<file path="src/rtl/pulsegen_pkg.sv">
package pulsegen_pkg;
  typedef enum logic {
    DIR_DOWN = 1'b0,
    DIR_UP   = 1'b1
  } dir_e;
endpackage

</file>
<file path="src/rtl/pg_reset_sync.sv">
module pg_reset_sync #(
  parameter int unsigned STAGES = 2
) (
  input  logic clk_i,
  input  logic arst_ni,
  output logic rst_no
);
  logic [STAGES-1:0] chain_q;
  logic [STAGES-1:0] chain_d;

  always_comb begin
    chain_d = {chain_q[STAGES-2:0], 1'b1};
  end

  always_ff @(posedge clk_i or negedge arst_ni) begin
    if (!arst_ni) chain_q <= '0;
    else          chain_q <= chain_d;
  end

  assign rst_no = chain_q[STAGES-1];
endmodule

</file>
<file path="src/rtl/pg_tc_detect.sv">
module pg_tc_detect
  import pulsegen_pkg::*;
#(
  parameter int unsigned W      = 4,
  parameter int unsigned PERIOD = 9,
  parameter dir_e        DIR    = DIR_DOWN
) (
  input  logic [W-1:0] cnt_i,
  output logic         tc_o
);
  localparam logic [W-1:0] LastV = W'(PERIOD - 1);

  generate
    if (DIR == DIR_DOWN) begin : g_down
      assign tc_o = (cnt_i == '0);
    end else begin : g_up
      assign tc_o = (cnt_i == LastV);
    end
  endgenerate
endmodule

</file>
<file path="src/rtl/pg_counter.sv">
module pg_counter
  import pulsegen_pkg::*;
#(
  parameter int unsigned W      = 4,
  parameter int unsigned PERIOD = 9,
  parameter dir_e        DIR    = DIR_DOWN
) (
  input  logic         clk_i,
  input  logic         rst_ni,
  input  logic         en_i,
  input  logic         tc_i,
  output logic [W-1:0] cnt_o
);
  localparam logic [W-1:0] LastV   = W'(PERIOD - 1);
  localparam logic [W-1:0] ReloadV = (DIR == DIR_DOWN) ? LastV : '0;

  logic [W-1:0] cnt_q;
  logic [W-1:0] step_val;
  logic [W-1:0] cnt_d;

  generate
    if (DIR == DIR_DOWN) begin : g_dec
      assign step_val = cnt_q - W'(1);
    end else begin : g_inc
      assign step_val = cnt_q + W'(1);
    end
  endgenerate

  // 2:1 select between stepped value and reload value
  always_comb begin
    cnt_d = tc_i ? ReloadV : step_val;
  end

  always_ff @(posedge clk_i or negedge rst_ni) begin
    if (!rst_ni)   cnt_q <= ReloadV;
    else if (en_i) cnt_q <= cnt_d;
  end

  assign cnt_o = cnt_q;
endmodule

</file>
<file path="src/rtl/periodic_pulse_gen.sv">
module periodic_pulse_gen
  import pulsegen_pkg::*;
#(
  parameter int unsigned PERIOD      = 9,
  parameter dir_e        DIR         = DIR_DOWN,
  parameter int unsigned SYNC_STAGES = 2
) (
  input  logic clk_i,
  input  logic rst_ni,
  input  logic en_i,
  output logic pulse_o
);
  localparam int unsigned W = (PERIOD <= 2) ? 1 : $clog2(PERIOD);

  logic         rst_sync_n;
  logic [W-1:0] cnt_q;
  logic         tc;

  pg_reset_sync #(.STAGES(SYNC_STAGES)) u_rsync (
    .clk_i  (clk_i),
    .arst_ni(rst_ni),
    .rst_no (rst_sync_n)
  );

  pg_counter #(.W(W), .PERIOD(PERIOD), .DIR(DIR)) u_cnt (
    .clk_i (clk_i),
    .rst_ni(rst_sync_n),
    .en_i  (en_i),
    .tc_i  (tc),
    .cnt_o (cnt_q)
  );

  pg_tc_detect #(.W(W), .PERIOD(PERIOD), .DIR(DIR)) u_tc (
    .cnt_i(cnt_q),
    .tc_o (tc)
  );

  assign pulse_o = tc & en_i;
endmodule

</file>
<file path="config.mk">
export PLATFORM = sky130hd
export DESIGN_NAME = periodic_pulse_gen
export DESIGN_NICKNAME = d
export VERILOG_FILES = /design/src/rtl/pulsegen_pkg.sv /design/src/rtl/pg_reset_sync.sv /design/src/rtl/pg_tc_detect.sv /design/src/rtl/pg_counter.sv /design/src/rtl/periodic_pulse_gen.sv
export SDC_FILE = /design/constraint.sdc
export NUM_CORES = 1
export LEC_CHECK = 0
export BUFFER_PORTS_ARGS = -buffer_cell sky130_fd_sc_hd__buf_4
export CORE_AREA = 2 2 39 41
export CTS_CLUSTER_DIAMETER = 80
export DETAILED_ROUTE_END_ITERATION = 10
export DIE_AREA = 0 0 41 43
export PLACE_DENSITY_LB_ADDON = 0.12
export SLEW_MARGIN = 25
export SYNTH_ARGS = -nofsm -noshare
export SYNTH_HDL_FRONTEND = slang
export SYNTH_SLANG_ARGS = --single-unit
</file>
<file path="constraint.sdc">
create_clock -name clk_i -period 1.4 [get_ports clk_i]
set_clock_uncertainty 0.05 [all_clocks]
set_input_delay 0.07 -clock clk_i [delete_from_list [all_inputs] [get_ports clk_i]]
set_output_delay 0.07 -clock clk_i [all_outputs]
set_load 0.01 [all_outputs]
</file>
# Word-level counts from Yosys, hierarchy flattened
# Cells that the tools add are included.
# op_classes
n_addsub,1
mux,1
bitwise,1
n_reduce_logical,1
# op_table
op,n
zero test 4 bit,1
2-to-1 mux 4 bit,1
"subtractor 4 x 1 -> 4 bit, second input constant",1
bitwise AND 1 bit,1
# totals
regBits,6
inputBits,3
elab_cells,6

# Depth between registers and ports, before layout
# logic_depth
depth_word,2
ltp_mapped,3

# By module
# A second synthesis with hierarchy kept.
# unflattened
hier_cells,26
area_unflattened_um2,272.8
# modules_own_cells
module,n_inst,cells_each,area_each_um2,seq_area_each_um2
pg_counter,1,21,200.2,101.3
pg_reset_sync,1,3,53.8,50.0
pg_tc_detect,1,1,12.5,0.0
periodic_pulse_gen,1,1,6.3,0.0

# Least setup slack after synthesis
# No wires, ideal clock.
# synth_timing
path_kind,register to register
start,register u_cnt.cnt_q[0] (netlist: u_cnt.cnt_o[0])
end,register u_cnt.cnt_q[2] (netlist: u_cnt.cnt_o[2])
setup_time_ps,65
arrival_ps,1044
slack_ps,240
path_stages_with_launch,4
path_buffers,0
period_less_slack_ps,1160
path_cell_list,dfrtp_1 -> nand2b_4 -> or4b_1 -> nand2_1
# synth_via
elab_chain_cells,2
# synth_lines
item,line_no,rtl
from (decl),pg_counter.sv:17,logic [W-1:0] cnt_q;
from (signal assigned),pg_counter.sv:35,if (!rst_ni) cnt_q <= ReloadV;
from (signal assigned),pg_counter.sv:36,else if (en_i) cnt_q <= cnt_d;
subtractor 4 x 1 -> 4 bit / zero test 4 bit (equally long branches),"pg_counter.sv:23, pg_tc_detect.sv:15",
2-to-1 mux 4 bit (*),pg_counter.sv:31,cnt_d = tc_i ? ReloadV : step_val;
# Mark *: on every way between the ends. The rest lies on a longest branch, timed or not.
# A chain may end at the register's enable or synchronous reset.

# Worst setup path after layout
# layout_timing
start,register u_cnt.cnt_q[1] (netlist: u_cnt.cnt_o[1])
end,output pulse_o
# layout_via
elab_chain_cells,2
# layout_lines
item,line_no,rtl
zero test 4 bit,pg_tc_detect.sv:15,assign tc_o = (cnt_i == '0);
bitwise AND 1 bit,periodic_pulse_gen.sv:38,assign pulse_o = tc & en_i;
to (decl),periodic_pulse_gen.sv:11,output logic pulse_o
# No other way between the ends.

==> run summary <==
result of the run: finished clean
Worst Hold Class: reg -> async
DP Worst Slack: 196 ps
crit path launch: u_cnt.cnt_o[1]$_DFFE_PN0P_
largest net degree at the start of global routing: 8
fin crit share: 0.888
P&R area growth vs syn: 32.3%
Seq/Total Area, Yosys: 0.621
residual DRC count: 0
FF+latch count, synth: 6
first-pass GRT wire length: 648 um
Mean Syn Cell Area: 12.2 sq um
worst endpoint required time: 1280 ps
peak supply drop: 0.565 mV
Initial DRC Count: 0
Total GRT Usage: 0.0586
vias in the first global route: 173
CP endpoint kind: output pin
clock root buffer: clkbuf_4
post-CTS resize count: 0
FMAX: 804 MHz
dpl hpwl: 259 um
most frequent cells in the layout: dfrtp_1 (5), nor3_1 (3), clkbuf_4 (3), buf_4 (3), o21ai_0 (2)
# diodes: 0
Mapped Cells: 20
Design Power: 626 uW
Pleak: 0.000148 uW
net count after synthesis: 23
Synth area leaders: dfrtp_1 (51%), dfstp_2 (11%), nor3_1 (6.2%)
slack of the critical path: 157 ps
maxcap violations: 0
WL/cell: 7.36 um
share of layout cells above drive strength 1: 0.357
RSZ-0062 raised after global routing: false
setup TNS: 0 ps
ANT nets after route: 0
# rows: 14
# IOs: 4
Critical Path AT: 1120 ps
Final setup viols: 0
Worst-Skew Late Latency: 240 ps
crit-path max FO: 7
CTS sink count: 6
Final Max Slew Viols: 0
CTS tree: built
Die ar.: 0.00176 sq mm
initial core utilization: 0.176
initial antenna violation count: 0
RePlAce Congestion: 0.620
Hold Fails Final Rpt: 0
P per Cell Area: 1940 mW/mm^2
Reg clk slew, reported paths: 50 ps
H-tree depth: 1
total CTS buffers: 3
CP Class: reg -> out
Die W: 41 um
grt ovf: 0
post-synth top area share: 0.513
commonest non-fill, non-tap cell in the layout: dfrtp_1
Critical Path Start Type: flip-flop
Final min period: 1240 ps
I/O Buffers: 3
Vias/cell: 3.70
Synth area leader: dfrtp_1
chip height: 43 um
fill cell count: 154
post-synthesis cell type count: 13
Pre-antenna DRT Iters: 1
vias: 163
r2r startpoint: u_cnt.cnt_o[0]$_DFFE_PN0P_
routed wire length: 324 um
cell area after synthesis: 244 sq um
core area: 0.00138 sq mm
Post-layout nets: 32
Ys Warns: 0
CTS max path bufs: 2
[report_power, final]
group | switching, uW | internal (uW)
clock | 58.4 | 108
sequential | 62.0 | 245
combinational | 60.8 | 91.9
[cells in the mapped netlist, drive strengths merged]
cell type  n
a21o       1
conb       1
dfrtp      5
dfstp      1
nand2      1
nand2b     1
nor2       1
nor3       3
nor4       1
o21ai      2
or2b       1
or4b       1
xor2       1
[metrics by stage]
stage,instances,cell area [sq um],util,hold slack (ps)
2_1_floorplan,20,244,-,-276
3_3_place_gp,39,287,0.207,-198
3_5_place_dp,39,287,0.207,-197
4_1_cts,44,323,0.233,17.3
5_1_grt,44,323,0.233,29.9
6_report,44,323,0.233,6.51
[sequential cells by signal (all words and copies together), names as in the netlist]
| register | count |
|---|---|
| u_cnt.cnt_o | 4 |
| u_rsync.chain_q | 2 |
[routing by layer]
metal / vias to the layer above / global-route usage / part of all wire
li1: 90 / - / -
met1: 70 / 0.0691 / 0.49
met2: 3 / 0.0688 / 0.42
met3: 0 / 0.0157 / 0.080
met4: 0 / 0.0800 / 0
met5: - / 0 / 0
[timing repair]
item | 4_1_cts | 5_1_grt
hold buffers | 1 | 0
hold endpoints to repair | 2 | 0
setup buffers | 0 | 0
setup endpoints to repair | 0 | 0
[layout make-up]
cell class	instances	area, sq um	share of cell area
multi-input combinational	14	92.6	0.287
timing repair buffer	4	32.5	0.101
clock buffer	4	26.3	0.0814
sequential	6	151	0.469
tap	16	20.0	0.0620
[kinds of logic after synthesis]
family                    Yosys count  share of synthesized area
AOI/OAI and AO/OA                   3                     0.0769
xor gates and xnor gates            1                     0.0359
DFF                                 6                      0.621
other                               1                     0.0154
and+or+nand+nor                     9                      0.251
[critical path, cell delays in order (launching register included)]
cell and delay (ps):
dfrtp_1 420, nor4_1 300, buf_4 170
[final timing paths]
path	to	slack, ps	depth (start not counted)
worst max register to register	u_cnt.cnt_o[2]$_DFFE_PN0P_	180	3
worst min register to register	u_cnt.cnt_o[0]$_DFFE_PN0P_	7	0
min in group clk_i	u_cnt.cnt_o[0]$_DFFE_PN0P_	90	3
max in group asynchronous	u_cnt.cnt_o[3]$_DFFE_PN1P_	1060	0
worst max-delay path	pulse_o	160	2
worst min-delay path	u_cnt.cnt_o[0]$_DFFE_PN0P_	7	0
(Power assumes the default switching activity.)
